File: config.mk
export PLATFORM = sky130hd
export DESIGN_NAME = dt_timer
export DESIGN_NICKNAME = d
export VERILOG_FILES = /design/src/rtl/dt_pkg.sv /design/src/rtl/dt_sync.sv /design/src/rtl/dt_slice.sv /design/src/rtl/dt_wave.sv /design/src/rtl/dt_timer.sv
export SDC_FILE = /design/constraint.sdc
export NUM_CORES = 1
export LEC_CHECK = 0
export BUFFER_PORTS_ARGS = -buffer_cell sky130_fd_sc_hd__clkbuf_2
export CORE_MARGIN = 2
export CORE_UTILIZATION = 58
export DETAILED_ROUTE_END_ITERATION = 10
export PLACE_DENSITY = 0.92
export SYNTH_ARGS = -nofsm -noshare
export SYNTH_HDL_FRONTEND = slang
export SYNTH_SLANG_ARGS = --single-unit
File: constraint.sdc
create_clock -name clk -period 4.25 [get_ports clk]
set_input_delay 0.6375 -clock clk [delete_from_list [all_inputs] [get_ports clk]]
set_output_delay 0.6375 -clock clk [all_outputs]
set_load 0.02 [all_outputs]
File: src/rtl/dt_pkg.sv
package dt_pkg;
  typedef enum logic [2:0] {
    MD_STOP   = 3'd0,
    MD_COUNT  = 3'd1,
    MD_FREQ   = 3'd2,
    MD_PWM    = 3'd3,
    MD_PERIOD = 3'd4,
    MD_PULSE  = 3'd5
  } mode_e;
endpackage

File: src/rtl/dt_sync.sv
module dt_sync #(
  parameter int STAGES = 2
) (
  input  logic clk,
  input  logic rst,
  input  logic din,
  output logic rise,
  output logic fall
);
  logic [STAGES:0] sh;

  always_ff @(posedge clk) begin
    if (rst) sh <= '0;
    else     sh <= {sh[STAGES-1:0], din};
  end

  assign rise = sh[STAGES-1] & ~sh[STAGES];
  assign fall = ~sh[STAGES-1] & sh[STAGES];
endmodule

File: src/rtl/dt_slice.sv
module dt_slice #(
  parameter int W = 8
) (
  input  logic         clk,
  input  logic         rst,
  input  logic         inc,
  input  logic         clr,
  input  logic         cap_ld,
  input  logic [W-1:0] cap_val,
  output logic [W-1:0] cnt,
  output logic [W-1:0] cap
);
  always_ff @(posedge clk) begin
    if (rst) begin
      cnt <= '0;
      cap <= '0;
    end else begin
      if (clr)      cnt <= '0;
      else if (inc) cnt <= cnt + 1'b1;
      if (cap_ld)   cap <= cap_val;
    end
  end
endmodule

File: src/rtl/dt_wave.sv
module dt_wave
  import dt_pkg::*;
#(
  parameter int VW = 8
) (
  input  logic          clk,
  input  logic          rst,
  input  logic          en,
  input  logic [2:0]    mode,
  input  logic [VW-1:0] val,
  input  logic [VW-1:0] cmp,
  output logic          hit,
  output logic          match_q,
  output logic          wave_q
);
  assign hit = en && (val == cmp);

  always_ff @(posedge clk) begin
    if (rst) begin
      match_q <= 1'b0;
      wave_q  <= 1'b0;
    end else begin
      match_q <= hit;
      if (!en)                 wave_q <= 1'b0;
      else if (mode == MD_FREQ) begin
        if (hit) wave_q <= ~wave_q;
      end
      else if (mode == MD_PWM) wave_q <= (val < cmp);
      else                     wave_q <= 1'b0;
    end
  end
endmodule

File: src/rtl/dt_timer.sv
module dt_timer
  import dt_pkg::*;
#(
  parameter int W           = 8,
  parameter int SYNC_STAGES = 2
) (
  input  logic         clk,
  input  logic         rst,
  input  logic         cascade,
  input  logic [2:0]   t0_mode,
  input  logic [2:0]   t1_mode,
  input  logic [W-1:0] t0_cmp,
  input  logic [W-1:0] t1_cmp,
  input  logic         t0_rd,
  input  logic         t1_rd,
  input  logic         gate_in,
  output logic [W-1:0] t0_count,
  output logic [W-1:0] t1_count,
  output logic [W-1:0] t0_cap,
  output logic [W-1:0] t1_cap,
  output logic         t0_match,
  output logic         t1_match,
  output logic         t0_wave,
  output logic         t1_wave
);
  localparam int          W2      = 2 * W;
  localparam logic [W-1:0] CNT_MAX = '1;

  logic [W-1:0]  cnt0, cnt1, capv0, capv1;
  logic [W2-1:0] val0, cmpv0, meas_val;
  logic run0, run1, meas0, rise, fall, hit0, hit1;
  logic clr0, clr1, inc1, wrap0, edge_clr, edge_cap, shadow0, ld0, ld1;

  dt_sync #(.STAGES(SYNC_STAGES)) u_sync (
    .clk(clk), .rst(rst), .din(gate_in), .rise(rise), .fall(fall)
  );

  always_comb begin
    run0     = t0_mode inside {MD_COUNT, MD_FREQ, MD_PWM, MD_PERIOD, MD_PULSE};
    run1     = !cascade && (t1_mode inside {MD_COUNT, MD_FREQ, MD_PWM});
    meas0    = t0_mode inside {MD_PERIOD, MD_PULSE};
    val0     = cascade ? {cnt1, cnt0}   : {{W{1'b0}}, cnt0};
    cmpv0    = cascade ? {t1_cmp, t0_cmp} : {{W{1'b0}}, t0_cmp};
    meas_val = val0 + 1'b1;
    edge_clr = meas0 && rise;
    edge_cap = ((t0_mode == MD_PERIOD) && rise) || ((t0_mode == MD_PULSE) && fall);
    clr0     = ((t0_mode == MD_FREQ) && hit0) || edge_clr;
    wrap0    = run0 && (cnt0 == CNT_MAX);
    clr1     = cascade ? clr0 : ((t1_mode == MD_FREQ) && hit1);
    inc1     = cascade ? wrap0 : run1;
    shadow0  = !meas0 && (t0_rd || (cascade && t1_rd));
    ld0      = edge_cap || shadow0;
    ld1      = cascade ? (edge_cap || shadow0) : t1_rd;
    capv0    = edge_cap ? meas_val[W-1:0] : cnt0;
    capv1    = (cascade && edge_cap) ? meas_val[W2-1:W] : cnt1;
  end

  dt_slice #(.W(W)) u_slice0 (
    .clk(clk), .rst(rst), .inc(run0), .clr(clr0),
    .cap_ld(ld0), .cap_val(capv0), .cnt(cnt0), .cap(t0_cap)
  );

  dt_slice #(.W(W)) u_slice1 (
    .clk(clk), .rst(rst), .inc(inc1), .clr(clr1),
    .cap_ld(ld1), .cap_val(capv1), .cnt(cnt1), .cap(t1_cap)
  );

  dt_wave #(.VW(W2)) u_wave0 (
    .clk(clk), .rst(rst), .en(run0), .mode(t0_mode), .val(val0), .cmp(cmpv0),
    .hit(hit0), .match_q(t0_match), .wave_q(t0_wave)
  );

  dt_wave #(.VW(W)) u_wave1 (
    .clk(clk), .rst(rst), .en(run1), .mode(t1_mode), .val(cnt1), .cmp(t1_cmp),
    .hit(hit1), .match_q(t1_match), .wave_q(t1_wave)
  );

  assign t0_count = cnt0;
  assign t1_count = cnt1;
endmodule

# Word-level counts from Yosys, hierarchy flattened
# Cells that the tools add are included.
[totals]
regBits = 39
inputBits = 28
out_inout_bits = 36
word_cells = 73
[op_classes]
addsub = 3
magnitude_cmp = 2
n_eq_ne = 13
mux = 13
bitwise_logic = 8
reduce_logical = 25
[ops]
columns = ["cell", "n"]
rows = [
  ["$mux 16", 2],
  ["$add 16x1->16 const B", 1],
  ["$add 8x1->8 const B", 2],
  ["$eq 16x16->1", 1],
  ["$lt 16x16->1", 1],
  ["$mux 8", 2],
  ["$eq 3x2->1 const B", 4],
  ["$logic_and 1x1->1", 12],
  ["$mux 1", 9],
  ["$eq 8x8->1", 1],
  ["$eq 8x8->1 const B", 1],
  ["$lt 8x8->1", 1],
  ["$reduce_or 2->1", 4],
  ["$eq 3x1->1 const B", 2],
  ["$eq 3x3->1 const B", 2],
  ["$not 1->1", 6],
  ["$reduce_bool 5->1", 1],
  ["$logic_or 1x1->1", 4],
  ["$ne 2x2->1 const B", 2],
  ["$reduce_bool 3->1", 1],
  ["$and 1x1->1", 2],
  ["$logic_not 1->1", 2],
  ["$reduce_bool 2->1", 1],
]

# Depth between registers and ports, before layout
# Gate-level depths: netlist (run 1).
[depth]
ltp_word = 7
mapped_depth = 9
mapped_depth_nobuf = 8

# Hierarchy
# From an unflattened synthesis (run 1), not the netlist that was laid out.
[unflattened]
hier_cells = 322
area_unflattened_um2 = 2712.6
[by_module_without_submodules]
columns = ["mod", "instances", "cells_per_inst", "area_each_um2", "seq_area_each_um2"]
rows = [
  ["dt_slice", 2, 64, 625.6, 320.3],
  ["dt_timer", 1, 79, 544.3, 0.0],
  ["dt_wave at u_wave0", 1, 67, 519.2, 40.0],
  ["dt_wave at u_wave1", 1, 40, 306.5, 40.0],
  ["dt_sync", 1, 8, 91.3, 60.1],
]

# Least setup slack after synthesis (run 1)
# No wires, ideal clock.
[synth_timing]
kind = "input port to flip-flop"
start = "input port cascade"
end = "register u_slice1.cnt[0]"
setup_ns = 0.147
t_arrival_ns = 2.874
required_time_ns = 4.103
slack_ns = 1.229
path_stages = 9
path_buffers = 2
cell_sequence = "clkbuf_1 > clkbuf_1 > nand2_1 > ha_1 > nand4_1 > a211oi_1 > nand3_1 > o311ai_1 > nor2_1"
[synth_via]
elab_chain_cells = 7
word_cells_on_any_way = 13
classes_between = "eq/ne (1); mux (4); reduce/logical (8)"
[synth_lines]
columns = ["element", "line_no", "source"]
rows = [
  ["from (decl)", "dt_timer.sv:9", "input logic cascade,"],
  ["$mux 16 (on tied branches)", "dt_timer.sv:42, dt_timer.sv:43", ""],
  ["$eq 16x16->1", "dt_wave.sv:16", "assign hit = en && (val == cmp);"],
  ["$logic_and 1x1->1", "dt_wave.sv:16", ""],
  ["$logic_and 1x1->1", "dt_timer.sv:47", "clr0 = ((t0_mode == MD_FREQ) && hit0) || edge_clr;"],
  ["$logic_or 1x1->1", "dt_timer.sv:47", ""],
  ["$mux 1", "dt_timer.sv:49", "clr1 = cascade ? clr0 : ((t1_mode == MD_FREQ) && hit1);"],
  ["$reduce_or 2->1 (no line)", "-", ""],
  ["to (signal assigned)", "dt_slice.sv:19", "else if (inc) cnt <= cnt + 1'b1;"],
  ["to (decl)", "dt_slice.sv:10", "output logic [W-1:0] cnt,"],
]
# Several ways; a longest one is shown, not always the timed one.
# A chain may end at the register's enable or synchronous reset.

# Worst setup path after layout (run 1)
[layout_timing]
start = "input port cascade"
end = "register u_slice0.cnt[5]"
[layout_via]
elab_chain_cells = 6
word_cells_on_any_way = 7
classes_between = "eq/ne (1); mux (2); reduce/logical (4)"
[layout_lines]
columns = ["element", "line_no"]
rows = [
  ["$mux 16 (on tied branches)", "dt_timer.sv:42, dt_timer.sv:43"],
  ["$eq 16x16->1 (*)", "dt_wave.sv:16"],
  ["$logic_and 1x1->1 (*)", "dt_wave.sv:16"],
  ["$logic_and 1x1->1 (*)", "dt_timer.sv:47"],
  ["$logic_or 1x1->1 (*)", "dt_timer.sv:47"],
  ["$reduce_or 2->1 (no line) (*)", "-"],
  ["to (signal assigned)", "dt_slice.sv:19"],
  ["to (decl)", "dt_slice.sv:10"],
]
# Mark *: on every way between the ends. The rest lies on a longest branch, timed or not.

==> impl_results.html, run 1 <==
<table>
<tr><th>Metric</th><th>Value</th></tr>
<tr><th colspan="2">Place</th></tr>
<tr><td>Number of buffers inserted by port buffering</td><td>63</td></tr>
<tr><td>Cell area reported after detailed placement</td><td>0.00291 mm²</td></tr>
<tr><td>Post-DP HPWL</td><td>4880 µm</td></tr>
<tr><td>Final RePlAce weighted congestion</td><td>0.872</td></tr>
<tr><th colspan="2">Drt</th></tr>
<tr><td>Vias/cell</td><td>6.11</td></tr>
<tr><td>Number of detailed-routing iterations run before antenna repair</td><td>5</td></tr>
<tr><td>Number of vias after detailed routing</td><td>about 2,600</td></tr>
<tr><td>Routed wirelength normalized by instance count</td><td>15.1 µm</td></tr>
<tr><td>Drt initial violations</td><td>250</td></tr>
<tr><td>Final routed DRC violation total</td><td>0</td></tr>
<tr><td>Antenna-violating nets left</td><td>0</td></tr>
<tr><td>Total Routed Length</td><td>6510 µm</td></tr>
<tr><th colspan="2">Timing</th></tr>
<tr><td>Final Critical Period</td><td>around 2.7 ns</td></tr>
<tr><td>Setup repair after global routing missed its margin</td><td>no</td></tr>
<tr><td>Fmax</td><td>373 MHz</td></tr>
<tr><td>Number of pins exceeding their max-slew limit in the final report</td><td>0</td></tr>
<tr><td>Worst-Margin Slew</td><td>a little under 0.9 ns</td></tr>
<tr><td>Setup_tns</td><td>0 ns</td></tr>
<tr><td>Final count of negative-setup-slack endpoints</td><td>0</td></tr>
<tr><td>Max-slew headroom at the worst pin</td><td>0.415</td></tr>
<tr><td>Portion of the clock cycle consumed by the worst path in the final layout</td><td>0.630</td></tr>
<tr><td>Number of endpoints with negative hold slack in the final report</td><td>0</td></tr>
<tr><td>Setup clock skew after layout</td><td>0.00597 ns</td></tr>
<tr><th colspan="2">Global routing</th></tr>
<tr><td>Vias in the first global route</td><td>2,568</td></tr>
<tr><td>Grt ovf</td><td>0</td></tr>
<tr><td>First-pass GRT wire length</td><td>11,100 µm</td></tr>
<tr><td>Number of antenna violations at the first check in global routing</td><td>0</td></tr>
<tr><td>Pin count of the biggest net entering global routing</td><td>26</td></tr>
<tr><td>Total track usage</td><td>0.269</td></tr>
<tr><th colspan="2">Synth</th></tr>
<tr><td>Portion of the post-synthesis area used by sequential elements</td><td>0.298</td></tr>
<tr><td>Largest cells by area after synthesis</td><td>sky130_fd_sc_hd__dfxtp_1 (30%), sky130_fd_sc_hd__ha_1 (12%), sky130_fd_sc_hd__nor2_1 (4.6%)</td></tr>
<tr><td>Flip-flop and latch count after synthesis</td><td>39</td></tr>
<tr><td>Net count after synthesis</td><td>between 300 and 400</td></tr>
<tr><td>Leading post-synthesis cells by instance count</td><td>sky130_fd_sc_hd__dfxtp_1 (39), sky130_fd_sc_hd__nor2_1 (32), sky130_fd_sc_hd__ha_1 (25), sky130_fd_sc_hd__inv_1 (24)</td></tr>
<tr><td>Unique masters post-synth</td><td>58</td></tr>
<tr><td>Mapped Avg Cell Area</td><td>8.17 µm²</td></tr>
<tr><td>Post-synth EDFFs</td><td>0</td></tr>
<tr><td>Post-synthesis cell type with the largest combined area</td><td>sky130_fd_sc_hd__dfxtp_1</td></tr>
<tr><td>Primary FF master, synth</td><td>sky130_fd_sc_hd__dfxtp_1</td></tr>
<tr><td>Cells after Synth</td><td>321</td></tr>
<tr><td>Cell with the most instances after synthesis</td><td>sky130_fd_sc_hd__dfxtp_1</td></tr>
<tr><td>Fraction of post-synthesis cell area in the top cell type by area</td><td>0.298</td></tr>
<tr><td>Yosys Warn Count</td><td>0</td></tr>
<tr><td>Synth async-reset ratio</td><td>0</td></tr>
<tr><td>Netlist area before placement</td><td>0.00262 mm²</td></tr>
<tr><th colspan="2">Power</th></tr>
<tr><td>Pwr dens</td><td>260 mW/mm²</td></tr>
<tr><td>Design Power</td><td>0.776 mW</td></tr>
<tr><td>Worst supply voltage drop on vdd</td><td>197 µV</td></tr>
<tr><td>Leakage power</td><td>1.37 nW</td></tr>
<tr><th colspan="2">Finish</th></tr>
<tr><td>Design area</td><td>0.00299 mm²</td></tr>
<tr><td>Area growth from synthesis to layout</td><td>14.1%</td></tr>
<tr><td>Layout cells sized above 1</td><td>0.222</td></tr>
<tr><td>Nets</td><td>431</td></tr>
<tr><td>Fill cell instance count of the final layout</td><td>332</td></tr>
<tr><td>Inserted Diodes</td><td>0</td></tr>
<tr><th colspan="2">Floorplanning</th></tr>
<tr><td>Floorplan die height</td><td>between 70 and 80 µm</td></tr>
<tr><td>Standard-cell row count</td><td>24</td></tr>
<tr><td>Floorplan die area</td><td>0.00507 mm²</td></tr>
<tr><td>X dimension of the die</td><td>71.2 µm</td></tr>
<tr><td>Initial core utilization</td><td>0.602</td></tr>
<tr><td>I/O pin count</td><td>64</td></tr>
<tr><td>Area of the core region</td><td>0.00435 mm²</td></tr>
<tr><th colspan="2">Clock network</th></tr>
<tr><td>Clock tree from TritonCTS</td><td>built</td></tr>
<tr><td>CTS hold repair buffers</td><td>0</td></tr>
<tr><td>Clock Tree Root</td><td>sky130_fd_sc_hd__clkbuf_8</td></tr>
<tr><td>Number of cells upsized or downsized after cts</td><td>0</td></tr>
<tr><td>Clock latency of the later-clocked register in the worst-skew pair</td><td>approximately 0.29 ns</td></tr>
<tr><td>Buffers inserted during post-CTS setup optimization</td><td>0</td></tr>
<tr><td>Number of buffers inserted during clock tree synthesis</td><td>5</td></tr>
<tr><td>Clock net sink count</td><td>39</td></tr>
<tr><td>Maximum clock insertion buffer count</td><td>2</td></tr>
<tr><td>Max H-tree Level</td><td>2</td></tr>
<tr><td>Clk slew on worst S/H paths</td><td>0.07 ns</td></tr>
<tr><th colspan="2">Critical path</th></tr>
<tr><td>Kind of critical path</td><td>in2reg</td></tr>
<tr><td>WP data arrival</td><td>2.83 ns</td></tr>
<tr><td>Critical Path Sink Type</td><td>flop</td></tr>
<tr><td>Setup crit start kind</td><td>primary input</td></tr>
<tr><td>Critical path data required time</td><td>4.40 ns</td></tr>
<tr><td>Critical path fanouts, max</td><td>24</td></tr>
<tr><th colspan="2">Hold path</th></tr>
<tr><td>Classification of the worst-slack hold path</td><td>reg2reg</td></tr>
<tr><th colspan="2">Run</th></tr>
<tr><td># Max-Cap Violations</td><td>0</td></tr>
<tr><th colspan="2">Outcome</th></tr>
<tr><td>Outcome</td><td>finished, final reports clean</td></tr>
</table>
==> placed cells by master, fill, tap and decap left out, types with 6 or more instances in the layout <==
| cell type | n |
|---|---|
| sky130_fd_sc_hd__or3_1 | 6 |
| sky130_fd_sc_hd__clkbuf_2 | 63 |
| sky130_fd_sc_hd__nor2_1 | 32 |
| sky130_fd_sc_hd__nor3_1 | 9 |
| sky130_fd_sc_hd__a211oi_1 | 9 |
| sky130_fd_sc_hd__ha_1 | 25 |
| sky130_fd_sc_hd__o21ai_0 | 14 |
| sky130_fd_sc_hd__nand4_1 | 7 |
| sky130_fd_sc_hd__inv_1 | 24 |
| sky130_fd_sc_hd__xnor2_1 | 7 |
| sky130_fd_sc_hd__a21oi_1 | 19 |
| sky130_fd_sc_hd__and2_1 | 6 |
| sky130_fd_sc_hd__xor2_1 | 9 |
| sky130_fd_sc_hd__dfxtp_1 | 39 |
| sky130_fd_sc_hd__nand3_1 | 11 |
| sky130_fd_sc_hd__nand2_1 | 19 |
==> worst paths after layout <==
path / to / cells past startpoint / slack, ns / from
min: u_slice0.cap[1] / 2 / 0.46 / u_slice0.cap[1]
max: u_slice0.cnt[5] / 8 / 1.57 / cascade
max reg2reg: u_slice1.cnt[5] / 8 / 1.80 / u_slice1.cnt[0]
min reg2reg: u_slice0.cap[1] / 2 / 0.46 / u_slice0.cap[1]
==> area by class of cell <==
cell class / instances / area [µm²] / share of cell area
multi-input cells: 243 / 1640 / 0.549
flip-flops and latches: 39 / 781 / 0.261
repair buffers: 65 / 330 / 0.110
inverters: 24 / 90.1 / 0.0301
clock buffers: 7 / 76.3 / 0.0255
well taps: 52 / 65.1 / 0.0218
clock inverters: 1 / 5.00 / 0.00167
==> registers in the layout, summed over array words and instances, names as in the netlist <==
name	flops
u_wave0.match_q	1
u_slice0.cap	8
u_slice0.cnt	8
u_slice1.cap	8
u_slice1.cnt	8
u_wave1.match_q	1
u_wave0.wave_q	1
u_wave1.wave_q	1
u_sync.sh	3
==> critical path: stages <==
cell,delay (ns)
sky130_fd_sc_hd__clkbuf_2,0.27
sky130_fd_sc_hd__and2_1,0.26
sky130_fd_sc_hd__ha_1,0.30
sky130_fd_sc_hd__nand4_1,0.12
sky130_fd_sc_hd__a211oi_1,0.36
sky130_fd_sc_hd__nand3_1,0.20
sky130_fd_sc_hd__o21ai_1,0.56
sky130_fd_sc_hd__nor2_1,0.12
==> cells by family after synthesis <==
logic type      count (synthesis)  synth area share
compound gates                 74             0.187
xor+xnor                       16            0.0535
fa+ha+maj                      25             0.119
buf+inv                        39            0.0754
flops                          39             0.298
mux                             2           0.00764
simple gates                  126             0.259
==> report_power, final <==
group / switching (mW) / internal (mW) / total [mW]
Sequential: 0.0174 / 0.379 / 0.396
Combinational: 0.0851 / 0.0530 / 0.138
Clock: 0.127 / 0.115 / 0.242
Total: 0.230 / 0.547 / 0.776
==> per-layer routing <==
metal,vias to the layer above,track usage,share of wire,routed length (µm)
met4,0,0.128,0.027,176
met2,124,0.452,0.49,3190
li1,1272,-,-,-
met3,25,0.0520,0.070,456
met5,-,0,0,0
met1,1212,0.333,0.41,2690
==> metrics by stage <==
| step | utilization | std cells | hold slack, ns | setup WS [ns] |
|---|---|---|---|---|
| final | 0.687 | 431 | 0.461 | 1.57 |
| after global routing | 0.687 | 431 | 0.493 | 1.34 |
| after CTS | 0.687 | 431 | 0.466 | 1.59 |
| after detailed placement | 0.668 | 423 | 0.453 | 1.29 |
| after global placement | 0.668 | 423 | 0.417 | 1.42 |
| after floorplan | - | 321 | 0.414 | 1.23 |
No activity file was read; power rests on OpenSTA's default activity.
==> run 2: changes to the inputs <==
ABC_AREA = 1   (was unset)
CORE_UTILIZATION = 50   (was 58)
PLACE_DENSITY = 0.83   (was 0.92)
clock period = 2.2 ns   (was 4.25 ns; I/O delays follow)
==> run 2 against run 1 <==
Sequential power is 89% higher. Die area increased by 31%. Critical path depth is 1 higher. Critical path type is now reg2reg.
==> impl_results.html, run 2 <==
<table>
<tr><th>Metric</th><th>Value</th></tr>
<tr><th colspan="2">Outcome</th></tr>
<tr><td>Outcome</td><td>finished, final reports clean (unchanged)</td></tr>
<tr><th colspan="2">Synth</th></tr>
<tr><td>Primary FF master, synth</td><td>sky130_fd_sc_hd__dfxtp_1 (unchanged)</td></tr>
<tr><td>Post-Synth Simple-Gate Area</td><td>0.369 (was 0.259)</td></tr>
<tr><td>Yosys Warn Count</td><td>0 (unchanged)</td></tr>
<tr><td>Netlist area before placement</td><td>0.00301 mm² (was 0.00262 mm²)</td></tr>
<tr><td>Adder-cell area share of the yosys netlist</td><td>0.104 (was 0.119)</td></tr>
<tr><td>Post-synthesis cell type with the largest combined area</td><td>sky130_fd_sc_hd__dfxtp_1 (unchanged)</td></tr>
<tr><td>Leading post-synthesis cells by instance count</td><td>sky130_fd_sc_hd__nand2_1 (134), sky130_fd_sc_hd__inv_1 (74), sky130_fd_sc_hd__nand3_1 (48), sky130_fd_sc_hd__nor2_1 (41), sky130_fd_sc_hd__dfxtp_1 (39) (was sky130_fd_sc_hd__dfxtp_1 (39), sky130_fd_sc_hd__nor2_1 (32), sky130_fd_sc_hd__ha_1 (25), sky130_fd_sc_hd__inv_1 (24))</td></tr>
<tr><td>Post-synthesis mux area share</td><td>0 (was 0.00764)</td></tr>
<tr><td>Fraction of post-synthesis cell area in the top cell type by area</td><td>0.260 (was 0.298)</td></tr>
<tr><td>Compound-Gate Fraction of Synth Area</td><td>0.109 (was 0.187)</td></tr>
<tr><td>Unique masters post-synth</td><td>34 (was 58)</td></tr>
<tr><td>Net count after synthesis</td><td>529 (was 374)</td></tr>
<tr><td>Synth async-reset ratio</td><td>0 (unchanged)</td></tr>
<tr><td>Portion of the post-synthesis area used by sequential elements</td><td>0.260 (was 0.298)</td></tr>
<tr><td>Post-synth EDFFs</td><td>0 (unchanged)</td></tr>
<tr><td>Cell with the most instances after synthesis</td><td>sky130_fd_sc_hd__nand2_1 (was sky130_fd_sc_hd__dfxtp_1)</td></tr>
<tr><td>Mapped Avg Cell Area</td><td>6.31 µm² (was 8.17 µm²)</td></tr>
<tr><td>Cells after Synth</td><td>476 (was 321)</td></tr>
<tr><td>Largest cells by area after synthesis</td><td>sky130_fd_sc_hd__dfxtp_1 (26%), sky130_fd_sc_hd__nand2_1 (17%), sky130_fd_sc_hd__ha_1 (10%) (was sky130_fd_sc_hd__dfxtp_1 (30%), sky130_fd_sc_hd__ha_1 (12%), sky130_fd_sc_hd__nor2_1 (4.6%))</td></tr>
<tr><td>Main combinational cell family by area after synthesis</td><td>simple AND/OR/NAND/NOR gates (unchanged)</td></tr>
<tr><td>Flip-flop and latch count after synthesis</td><td>39 (unchanged)</td></tr>
<tr><td>Post-synthesis share of cell area spent on xor and xnor gates</td><td>0.0350 (was 0.0535)</td></tr>
<tr><th colspan="2">Clock network</th></tr>
<tr><td>Max H-tree Level</td><td>2 (unchanged)</td></tr>
<tr><td>Number of buffers inserted during clock tree synthesis</td><td>5 (unchanged)</td></tr>
<tr><td>Number of cells upsized or downsized after cts</td><td>0 (unchanged)</td></tr>
<tr><td>CTS hold repair buffers</td><td>0 (unchanged)</td></tr>
<tr><td>Clock Tree Root</td><td>sky130_fd_sc_hd__clkbuf_8 (unchanged)</td></tr>
<tr><td>Clock net sink count</td><td>39 (unchanged)</td></tr>
<tr><td>Clk slew on worst S/H paths</td><td>0.08 ns (was 0.07 ns)</td></tr>
<tr><td>Buffers inserted during post-CTS setup optimization</td><td>0 (unchanged)</td></tr>
<tr><td>Clock tree from TritonCTS</td><td>built (unchanged)</td></tr>
<tr><td>Maximum clock insertion buffer count</td><td>2 (unchanged)</td></tr>
<tr><td>Clock latency of the later-clocked register in the worst-skew pair</td><td>0.30 ns (was 0.29 ns)</td></tr>
<tr><th colspan="2">Timing</th></tr>
<tr><td>Worst-Margin Slew</td><td>0.425 ns (was 0.878 ns)</td></tr>
<tr><td>Final count of negative-setup-slack endpoints</td><td>0 (unchanged)</td></tr>
<tr><td>Number of pins exceeding their max-slew limit in the final report</td><td>0 (unchanged)</td></tr>
<tr><td>Number of endpoints with negative hold slack in the final report</td><td>0 (unchanged)</td></tr>
<tr><td>Portion of the clock cycle consumed by the worst path in the final layout</td><td>0.873</td></tr>
<tr><td>Setup_tns</td><td>0 ns (unchanged)</td></tr>
<tr><td>Setup clock skew after layout</td><td>0.00906 ns (was 0.00597 ns)</td></tr>
<tr><td>Fmax</td><td>521 MHz</td></tr>
<tr><td>Max-slew headroom at the worst pin</td><td>0.716 (was 0.415)</td></tr>
<tr><td>Minimum setup slack in the final design</td><td>0.280 ns (was 1.57 ns)</td></tr>
<tr><td>Final Critical Period</td><td>1.92 ns</td></tr>
<tr><td>Setup repair after global routing missed its margin</td><td>no (unchanged)</td></tr>
<tr><th colspan="2">Power</th></tr>
<tr><td>Worst supply voltage drop on vdd</td><td>309 µV (was 197 µV)</td></tr>
<tr><td>Pwr dens</td><td>456 mW/mm² (was 260 mW/mm²)</td></tr>
<tr><td>Leakage power</td><td>1.91 nW (was 1.37 nW)</td></tr>
<tr><th colspan="2">Global routing</th></tr>
<tr><td>Number of antenna violations at the first check in global routing</td><td>0 (unchanged)</td></tr>
<tr><td>Vias in the first global route</td><td>3,104 (was 2,568)</td></tr>
<tr><td>Grt ovf</td><td>0 (unchanged)</td></tr>
<tr><td>Total track usage</td><td>0.263 (was 0.269)</td></tr>
<tr><td>First-pass GRT wire length</td><td>13,700 µm (was 11,100 µm)</td></tr>
<tr><td>Pin count of the biggest net entering global routing</td><td>16 (was 26)</td></tr>
<tr><th colspan="2">Critical path</th></tr>
<tr><td>Critical Path Sink Type</td><td>flop (unchanged)</td></tr>
<tr><td>Setup crit start kind</td><td>flop (was primary input)</td></tr>
<tr><td>Critical path fanouts, max</td><td>8 (was 24)</td></tr>
<tr><td>Register-to-Register Setup Slack</td><td>0.28 ns (was 1.80 ns)</td></tr>
<tr><td>Depth of the worst register-to-register path</td><td>9 (was 8)</td></tr>
<tr><td>Kind of critical path</td><td>reg2reg (was in2reg)</td></tr>
<tr><td>WP data arrival</td><td>2.09 ns (was 2.83 ns)</td></tr>
<tr><td>Launch point of the worst reg-to-reg path</td><td>u_slice0.cnt[0] (was u_slice1.cnt[0])</td></tr>
<tr><td>Critical path data required time</td><td>2.37 ns (was 4.40 ns)</td></tr>
<tr><td>FF-to-FF End</td><td>u_slice0.cnt[4] (was u_slice1.cnt[5])</td></tr>
<tr><th colspan="2">Drt</th></tr>
<tr><td>Drt initial violations</td><td>201 (was 250)</td></tr>
<tr><td>Final routed DRC violation total</td><td>0 (unchanged)</td></tr>
<tr><td>Number of vias after detailed routing</td><td>3,252 (was 2,633)</td></tr>
<tr><td>Number of detailed-routing iterations run before antenna repair</td><td>6 (was 5)</td></tr>
<tr><td>Routed wirelength normalized by instance count</td><td>12.8 µm (was 15.1 µm)</td></tr>
<tr><td>Total Routed Length</td><td>8080 µm (was 6510 µm)</td></tr>
<tr><td>Vias/cell</td><td>5.17 (was 6.11)</td></tr>
<tr><td>Antenna-violating nets left</td><td>0 (unchanged)</td></tr>
<tr><th colspan="2">Floorplanning</th></tr>
<tr><td>Area of the core region</td><td>0.00585 mm² (was 0.00435 mm²)</td></tr>
<tr><td>Floorplan die height</td><td>81.5 µm (was 71.2 µm)</td></tr>
<tr><td>Initial core utilization</td><td>0.514 (was 0.602)</td></tr>
<tr><td>Floorplan die area</td><td>0.00665 mm² (was 0.00507 mm²)</td></tr>
<tr><td>X dimension of the die</td><td>81.5 µm (was 71.2 µm)</td></tr>
<tr><td>I/O pin count</td><td>64 (unchanged)</td></tr>
<tr><td>Standard-cell row count</td><td>28 (was 24)</td></tr>
<tr><th colspan="2">Finish</th></tr>
<tr><td>Commonest non-fill, non-tap cell in the layout</td><td>sky130_fd_sc_hd__nand2_1 (was sky130_fd_sc_hd__clkbuf_2)</td></tr>
<tr><td>Reg area</td><td>781 µm² (unchanged)</td></tr>
<tr><td>Area growth from synthesis to layout</td><td>19.4% (was 14.1%)</td></tr>
<tr><td>Area of the multi-input gates</td><td>0.00186 mm² (was 0.00164 mm²)</td></tr>
<tr><td>Layout cells sized above 1</td><td>0.199 (was 0.222)</td></tr>
<tr><td>Nets</td><td>606 (was 431)</td></tr>
<tr><td>Design area</td><td>0.00359 mm² (was 0.00299 mm²)</td></tr>
<tr><td>Inserted Diodes</td><td>0 (unchanged)</td></tr>
<tr><td>Commonest cells after routing, fill and taps aside</td><td>sky130_fd_sc_hd__nand2_1 (134), sky130_fd_sc_hd__inv_1 (74), sky130_fd_sc_hd__clkbuf_2 (63) (was sky130_fd_sc_hd__clkbuf_2 (63), sky130_fd_sc_hd__dfxtp_1 (39), sky130_fd_sc_hd__nor2_1 (32))</td></tr>
<tr><td>Fill cell instance count of the final layout</td><td>537 (was 332)</td></tr>
<tr><th colspan="2">Place</th></tr>
<tr><td>Post-place setup slack</td><td>0.0714 ns (was 1.29 ns)</td></tr>
<tr><td>Post-DP HPWL</td><td>6550 µm (was 4880 µm)</td></tr>
<tr><td>Number of buffers inserted by port buffering</td><td>63 (unchanged)</td></tr>
<tr><td>Cell area reported after detailed placement</td><td>0.00347 mm² (was 0.00291 mm²)</td></tr>
<tr><td>Final RePlAce weighted congestion</td><td>0.938 (was 0.872)</td></tr>
<tr><th colspan="2">Hold path</th></tr>
<tr><td>Hold path startpoint</td><td>gate_in (was u_slice0.cap[1])</td></tr>
<tr><td>End point of the most critical hold path</td><td>u_sync.sh[0] (was u_slice0.cap[1])</td></tr>
<tr><td>Number of cells on the worst hold path</td><td>3 (was 2)</td></tr>
<tr><td>Classification of the worst-slack hold path</td><td>in2reg (was reg2reg)</td></tr>
<tr><th colspan="2">Run</th></tr>
<tr><td># Max-Cap Violations</td><td>0 (unchanged)</td></tr>
</table>
[run 2: cell count changes in the layout (fill, tap and decap cells not counted), sizes merged, moves of 9 or more]
cell and delta:
buf +15, nand2 +121, a211oi -9, nand3 +38
a21oi +16, inv +54, or3 -9, nor2 +12
[run 2: cell type report]
class | count | share of cell area
Timing Repair Buffer | 80 | 0.123
Tap cell | 75 | 0.0262
Sequential cell | 39 | 0.218
Inverter | 80 | 0.0841
Multi-Input combinational cell | 347 | 0.517
Clock buffer | 5 | 0.0192
Clock inverter | 3 | 0.0122
[run 2: critical path, stage by stage, from the launching register on]
cell and delay (ns):
sky130_fd_sc_hd__dfxtp_1 0.42, sky130_fd_sc_hd__inv_1 0.12, sky130_fd_sc_hd__ha_1 0.28, sky130_fd_sc_hd__nand2_1 0.06, sky130_fd_sc_hd__nor2_1 0.11, sky130_fd_sc_hd__nand2_1 0.06
sky130_fd_sc_hd__a21oi_1 0.21, sky130_fd_sc_hd__nand3_1 0.18, sky130_fd_sc_hd__nand3_1 0.28, sky130_fd_sc_hd__a21oi_1 0.08
[run 2: power by group]
group | switching, mW | total [mW] | leakage, nW | internal, mW
sequential | 0.0198 | 0.748 | 0.317 | 0.728
clock | 0.264 | 0.602 | 0.0581 | 0.338
combinational | 0.186 | 0.288 | 1.54 | 0.101
total | 0.470 | 1.64 | 1.91 | 1.17
[run 2: per-stage QoR]
step	total power, mW	util	hold slack [ns]	instances
after CTS	1.64	0.613	0.225	629
after global routing	1.71	0.613	0.246	629
final	1.64	0.613	0.229	629
after global placement	1.04	0.594	0.404	621
after detailed placement	1.05	0.594	0.401	621
after floorplan	0.953	-	0.388	476
[run 2: routing by layer]
layer	track usage	vias to the layer above	routed length, µm
met2	0.469	123	3810
met3	0.0473	21	467
met1	0.315	1433	3580
met4	0.0915	0	222
met5	0	-	0
li1	-	1675	-
[run 2: how the worst max path moves through the flow]
stage,from,to,slack (ns),depth (start not counted)
3_3_place_gp,cascade,u_slice0.cnt[7],0.14,11
3_5_place_dp,cascade,u_slice0.cnt[2],0.07,11
2_1_floorplan,cascade,u_slice1.cnt[0],0.20,13
5_1_grt,cascade,u_slice1.cnt[5],0.07,13
4_1_cts,u_slice0.cnt[0],u_slice0.cnt[2],0.31,9
6_report,u_slice0.cnt[0],u_slice0.cnt[4],0.28,9
[run 2: cells by family after synthesis]
group	Yosys count
compound gates	59
xor+xnor	12
fa+ha+maj	25
buf+inv	90
flops	39
simple gates	251
